--- config.mk ---
export PLATFORM = sky130hd
export DESIGN_NAME = bootblk_prot_mgr
export DESIGN_NICKNAME = d
export VERILOG_FILES = /design/src/rtl/bbpm_pkg.sv /design/src/rtl/bbpm_decode.sv /design/src/rtl/bbpm_timer.sv /design/src/rtl/bbpm_store.sv /design/src/rtl/bootblk_prot_mgr.sv
export SDC_FILE = /design/constraint.sdc
export NUM_CORES = 1
export LEC_CHECK = 0
export CAP_MARGIN = 10
export CORE_MARGIN = 4
export CORE_UTILIZATION = 59
export DETAILED_ROUTE_END_ITERATION = 10
export DONT_BUFFER_PORTS = 1
export MAX_ROUTING_LAYER = met4
export PLACE_DENSITY = 0.73
export SYNTH_ARGS = -nofsm -noshare
export SYNTH_HDL_FRONTEND = slang
export SYNTH_SLANG_ARGS = --single-unit
--- constraint.sdc ---
create_clock -name clk -period 5.9 [get_ports clk]
set_clock_uncertainty 0.1 [all_clocks]
set_input_delay 1.18 -clock clk [delete_from_list [all_inputs] [get_ports clk]]
set_output_delay 1.18 -clock clk [all_outputs]
set_load 0.02 [all_outputs]
--- src/rtl/bbpm_pkg.sv ---
package bbpm_pkg;
  localparam int NUM_BLOCKS = 19;
  localparam int BLK_W      = 5;
  localparam int SEL_W      = 7;

  typedef enum logic [2:0] {
    K_PROGRAM   = 3'd0,
    K_ERASE     = 3'd1,
    K_PROTECT   = 3'd2,
    K_UNPROTECT = 3'd3,
    K_VERIFY    = 3'd4
  } req_kind_e;

  // Block number in address order, 0 at the lowest address.
  function automatic logic [BLK_W-1:0] block_of(input logic [SEL_W-1:0] sel,
                                                input logic top_boot);
    logic [3:0] big;
    big = sel[6:3];
    if (top_boot) begin
      if (big != 4'hF) return {1'b0, big};
      if (!sel[2])     return 5'd15;
      if (!sel[1])     return sel[0] ? 5'd17 : 5'd16;
      return 5'd18;
    end else begin
      if (big != 4'h0) return 5'd3 + {1'b0, big};
      if (sel[2])      return 5'd3;
      if (!sel[1])     return 5'd0;
      return sel[0] ? 5'd2 : 5'd1;
    end
  endfunction

  function automatic int unsigned delay_cycles(input int unsigned khz,
                                               input int unsigned us);
    int unsigned r;
    r = (khz * us) / 1000;
    return (r == 0) ? 1 : r;
  endfunction
endpackage

--- src/rtl/bbpm_decode.sv ---
module bbpm_decode
  import bbpm_pkg::*;
#(
  parameter bit TOP_BOOT = 1'b1
) (
  input  logic [SEL_W-1:0] sel,
  output logic [BLK_W-1:0] idx
);
  always_comb idx = block_of(sel, TOP_BOOT);
endmodule

--- src/rtl/bbpm_timer.sv ---
module bbpm_timer #(
  parameter int unsigned SHORT_CYC = 10,
  parameter int unsigned LONG_CYC  = 1000,
  localparam int CNT_W = $clog2(LONG_CYC) + 1
) (
  input  logic clk,
  input  logic rst_n,
  input  logic start,
  input  logic long_sel,
  output logic busy,
  output logic done
);
  logic [CNT_W-1:0] cnt;

  always_ff @(posedge clk) begin
    if (!rst_n) begin
      busy <= 1'b0;
      cnt  <= '0;
    end else if (busy) begin
      if (cnt == '0) busy <= 1'b0;
      else           cnt  <= cnt - 1'b1;
    end else if (start) begin
      busy <= 1'b1;
      cnt  <= long_sel ? CNT_W'(LONG_CYC - 1) : CNT_W'(SHORT_CYC - 1);
    end
  end

  assign done = busy && (cnt == '0);
endmodule

--- src/rtl/bbpm_store.sv ---
module bbpm_store
  import bbpm_pkg::*;
(
  input  logic                  clk,
  input  logic                  rst_n,
  input  logic                  set_en,
  input  logic [BLK_W-1:0]      set_idx,
  input  logic                  clr_all,
  input  logic [BLK_W-1:0]      rd_idx,
  output logic                  rd_bit,
  output logic                  all_set,
  output logic [NUM_BLOCKS-1:0] bits
);
  for (genvar i = 0; i < NUM_BLOCKS; i++) begin : g_flag
    always_ff @(posedge clk) begin
      if (!rst_n)                                   bits[i] <= 1'b0;
      else if (clr_all)                             bits[i] <= 1'b0;
      else if (set_en && (set_idx == BLK_W'(i)))    bits[i] <= 1'b1;
    end
  end

  assign rd_bit  = bits[rd_idx];
  assign all_set = &bits;
endmodule

--- src/rtl/bootblk_prot_mgr.sv ---
module bootblk_prot_mgr
  import bbpm_pkg::*;
#(
  parameter bit          TOP_BOOT     = 1'b1,
  parameter int unsigned CLK_KHZ      = 100000,
  parameter int unsigned PROTECT_US   = 100,
  parameter int unsigned UNPROTECT_US = 10000
) (
  input  logic             clk,
  input  logic             rst_n,
  input  logic [SEL_W-1:0] blk_sel,
  input  logic             req_valid,
  input  logic [2:0]       req_kind,
  input  logic             hv_unlock,
  input  logic             hv_prog,
  output logic             grant,
  output logic             deny,
  output logic             busy,
  output logic [7:0]       status
);
  localparam int unsigned PROT_CYC   = delay_cycles(CLK_KHZ, PROTECT_US);
  localparam int unsigned UNPROT_CYC = delay_cycles(CLK_KHZ, UNPROTECT_US);

  logic [BLK_W-1:0]      tgt_idx;
  logic [BLK_W-1:0]      op_idx_q;
  logic                  op_unprot_q;
  logic                  tgt_prot;
  logic                  all_set;
  logic [NUM_BLOCKS-1:0] prot_bits;
  logic                  accept, pe_req, allow, ver_req;
  logic                  prot_start, unprot_start, op_done;
  req_kind_e             kind;

  bbpm_decode #(.TOP_BOOT(TOP_BOOT)) u_dec (.sel(blk_sel), .idx(tgt_idx));

  always_comb begin
    kind         = req_kind_e'(req_kind);
    accept       = req_valid && !busy;
    pe_req       = accept && (kind == K_PROGRAM || kind == K_ERASE);
    ver_req      = accept && (kind == K_VERIFY);
    allow        = !tgt_prot || hv_unlock;
    prot_start   = accept && (kind == K_PROTECT) && hv_prog;
    unprot_start = accept && (kind == K_UNPROTECT) && hv_prog && all_set;
  end

  bbpm_timer #(.SHORT_CYC(PROT_CYC), .LONG_CYC(UNPROT_CYC)) u_tmr (
    .clk(clk), .rst_n(rst_n),
    .start(prot_start || unprot_start), .long_sel(unprot_start),
    .busy(busy), .done(op_done)
  );

  bbpm_store u_store (
    .clk(clk), .rst_n(rst_n),
    .set_en(op_done && !op_unprot_q), .set_idx(op_idx_q),
    .clr_all(op_done && op_unprot_q),
    .rd_idx(tgt_idx), .rd_bit(tgt_prot), .all_set(all_set), .bits(prot_bits)
  );

  always_ff @(posedge clk) begin
    if (!rst_n) begin
      grant       <= 1'b0;
      deny        <= 1'b0;
      status      <= 8'h00;
      op_idx_q    <= '0;
      op_unprot_q <= 1'b0;
    end else begin
      grant <= pe_req && allow;
      deny  <= pe_req && !allow;
      if (ver_req) status <= {7'b0, tgt_prot};
      if (prot_start || unprot_start) begin
        op_idx_q    <= tgt_idx;
        op_unprot_q <= unprot_start;
      end
    end
  end
endmodule

==> reports/summary.txt <==
Setup crit start kind: flop
asr flop ratio synth: 0%
post-route ant nets: 0
max_cap viols: 0
commonest non-fill, non-tap cell in the layout: dfxtp_1
post-CTS setup repair buffer count: 0
Ant. Diodes: 0
CP arrival: 3.11 ns
worst skew pair latency: 0.32 ns
Cell variety after synth: 58
syn_area_per_cell: 8.17 sq um
setup TNS: 0 ns
drt wl/cell: 17.0 um
Crit Path Category: reg2reg
num rows: 24
Pleak: 0.000984 uW
share of layout cells above drive strength 1: 8.06%
IO Port Bufs: 0
clock root cell: clkbuf_8
vias post-DR: 2579
DP Wirelength: 4710 um
CTS Sinks: 50
WL final: 6600 um
post-synthesis sequential area ratio: 35.8%
CTS resizes: 0
Hold/Removal Path Class: reg2reg
CTS tree: built
outcome: complete, no violations
DRT iter0 DRCs: 290
maximum vdd drop: 0.000146 V
number of synthesized flops with an enable pin: 0
f_max: 333 MHz
floorplan core area: 4470 sq um
global-route wire length before repair: 11400 um
Pwr Density: 237 nW/um^2
full die area: 5900 sq um
initial antenna violation count: 0
GRT Total Usage: 24.2%
Main synth FF type: dfxtp_1
minimum clock period after layout: 3.00 ns
GRT overflow: 0
Layout area overhead: 2.46%
unrepaired setup endpoints after global routing: false
Clock H-tree levels: 2
largest net degree at the start of global routing: 23
most frequent cells in the layout: dfxtp_1 (50), nor2_1 (39), a21oi_1 (33)
vias in the first global route: 2320
Final Hold Fails: 0
Worst-Margin Slew: 1.00 ns
IO Pins: 26
Post-route DRC: 0
Post-CTS Hold Buffers: 0
Final Cycle Share: 50.8%
fin util: 64.0%
cts bufs inserted: 5
Die Y: 76.8 um
starting density of the core: 62.4%
Final nets: 351
Die W: 76.8 um
Syn. warnings: 0
Setup crit end kind: flop
Slew Limit Headroom: 32.6%
vias per std cell: 6.66
Mapped Area: 2790 sq um
# setup viols final: 0
Worst EP required: 6.01 ns
GP Congestion: 0.927
count of state elements after synthesis: 50
DRT Pass-1 Iters: 6
Max Slew Vio Count: 0
fillers: 381
CTS Buffer Depth: 2
clock slew at reported path FFs: 0.10 ns
crit-path max FO: 17
synthesized instance count: 342
-- power by group --
group	switching, uW	internal (uW)	leakage (uW)
combinational	69.9	37.6	0.000530
clock	129	88.3	0.0000495
sequential	8.09	344	0.000404
-- sequential cells by signal (all words and copies together), names as in the netlist --
name,cells
status,1
u_store.bits,19
grant,1
op_unprot_q,1
op_idx_q,5
u_tmr.cnt,21
deny,1
u_tmr.busy,1
-- area by class of cell --
type	count	area [sq um]	area share [%]
clock buffers	5	68.8	2.40
multi-input cells	262	1630	56.9
repair buffers	4	30.0	1.05
flip-flops and latches	50	1000	35.0
inverters	11	41.3	1.44
clock inverters	3	26.3	0.918
well taps	52	65.1	2.27
-- cell families (layout without fill, tap and decap cells) --
group	Yosys count	in the layout	synth area share [%]
AND/OR/NAND/NOR	157	157	30.6
AO/OA/AOI/OAI	86	86	21.9
flip-flops	50	50	35.8
buffers and inverters	36	23	6.63
multiplexers	10	10	4.03
adder cells (fa/ha/maj)	2	2	0.896
other	1	7	0.134
-- synth_stat cells, types with 3 or more instances --
cell type | n | area (sq um)
a31oi_1 | 4 | 25.0
nor4b_1 | 4 | 35.0
buf_2 | 4 | 20.0
a22oi_1 | 6 | 45.0
mux2i_1 | 9 | 90.1
nand3_1 | 10 | 50.1
o211ai_1 | 4 | 30.0
or4_1 | 4 | 30.0
inv_1 | 11 | 41.3
nor3_1 | 17 | 85.1
buf_4 | 8 | 60.1
nand2b_1 | 11 | 68.8
or2_2 | 3 | 18.8
a211oi_1 | 7 | 52.6
o21ai_0 | 3 | 15.0
nand2_1 | 27 | 101
a41oi_1 | 3 | 26.3
a21oi_1 | 33 | 165
a311oi_1 | 3 | 26.3
nor4_1 | 8 | 50.1
nand4_1 | 8 | 50.1
nor2_1 | 39 | 146
nand3b_1 | 4 | 30.0
a32oi_1 | 3 | 26.3
dfxtp_1 | 50 | 1000
clkbuf_1 | 11 | 41.3
-- path summary, 6_finish.rpt --
| check | from | cells past startpoint | slack, ns | end |
|---|---|---|---|---|
| worst max register to register | u_tmr.cnt[12]$_SDFFE_PN0P_ | 5 | 2.90 | u_tmr.cnt[19]$_SDFFE_PN0P_ |
| worst max-delay path | u_tmr.cnt[12]$_SDFFE_PN0P_ | 5 | 2.90 | u_tmr.cnt[19]$_SDFFE_PN0P_ |
| worst min register to register | u_tmr.cnt[20]$_SDFFE_PN0P_ | 2 | 0.37 | u_tmr.cnt[20]$_SDFFE_PN0P_ |
| worst min-delay path | u_tmr.cnt[20]$_SDFFE_PN0P_ | 2 | 0.37 | u_tmr.cnt[20]$_SDFFE_PN0P_ |
-- worst max-delay path, cell delays in order, from the launching register on --
cell and delay, ns:
dfxtp_1 0.36, or4_1 0.66, or4_1 0.75, o21ai_4 0.49
nand2_1 0.21, a2111oi_2 0.33
-- metal layers --
| metal | track usage [%] | routed length (um) | vias to the layer above |
|---|---|---|---|
| met3 | 5.97 | 531 | 10 |
| met2 | 32.8 | 2820 | 112 |
| li1 | - | - | 1253 |
| met5 | - | 0 | - |
| met4 | 8.33 | 74 | 0 |
| met1 | 34.8 | 3170 | 1204 |
-- per-stage QoR --
stage | std cells | hold WS (ns) | instance area (sq um) | total power [uW] | setup slack, ns
final | 387 | 0.372 | 2860 | 678 | 2.90
after floorplan | 348 | 0.337 | 2820 | 455 | 2.86
after CTS | 387 | 0.379 | 2860 | 681 | 2.93
after global placement | 379 | 0.352 | 2770 | 463 | 2.97
after detailed placement | 379 | 0.364 | 2770 | 465 | 2.93
after global routing | 387 | 0.410 | 2860 | 712 | 2.67
Power figures use the tool's default switching activity.
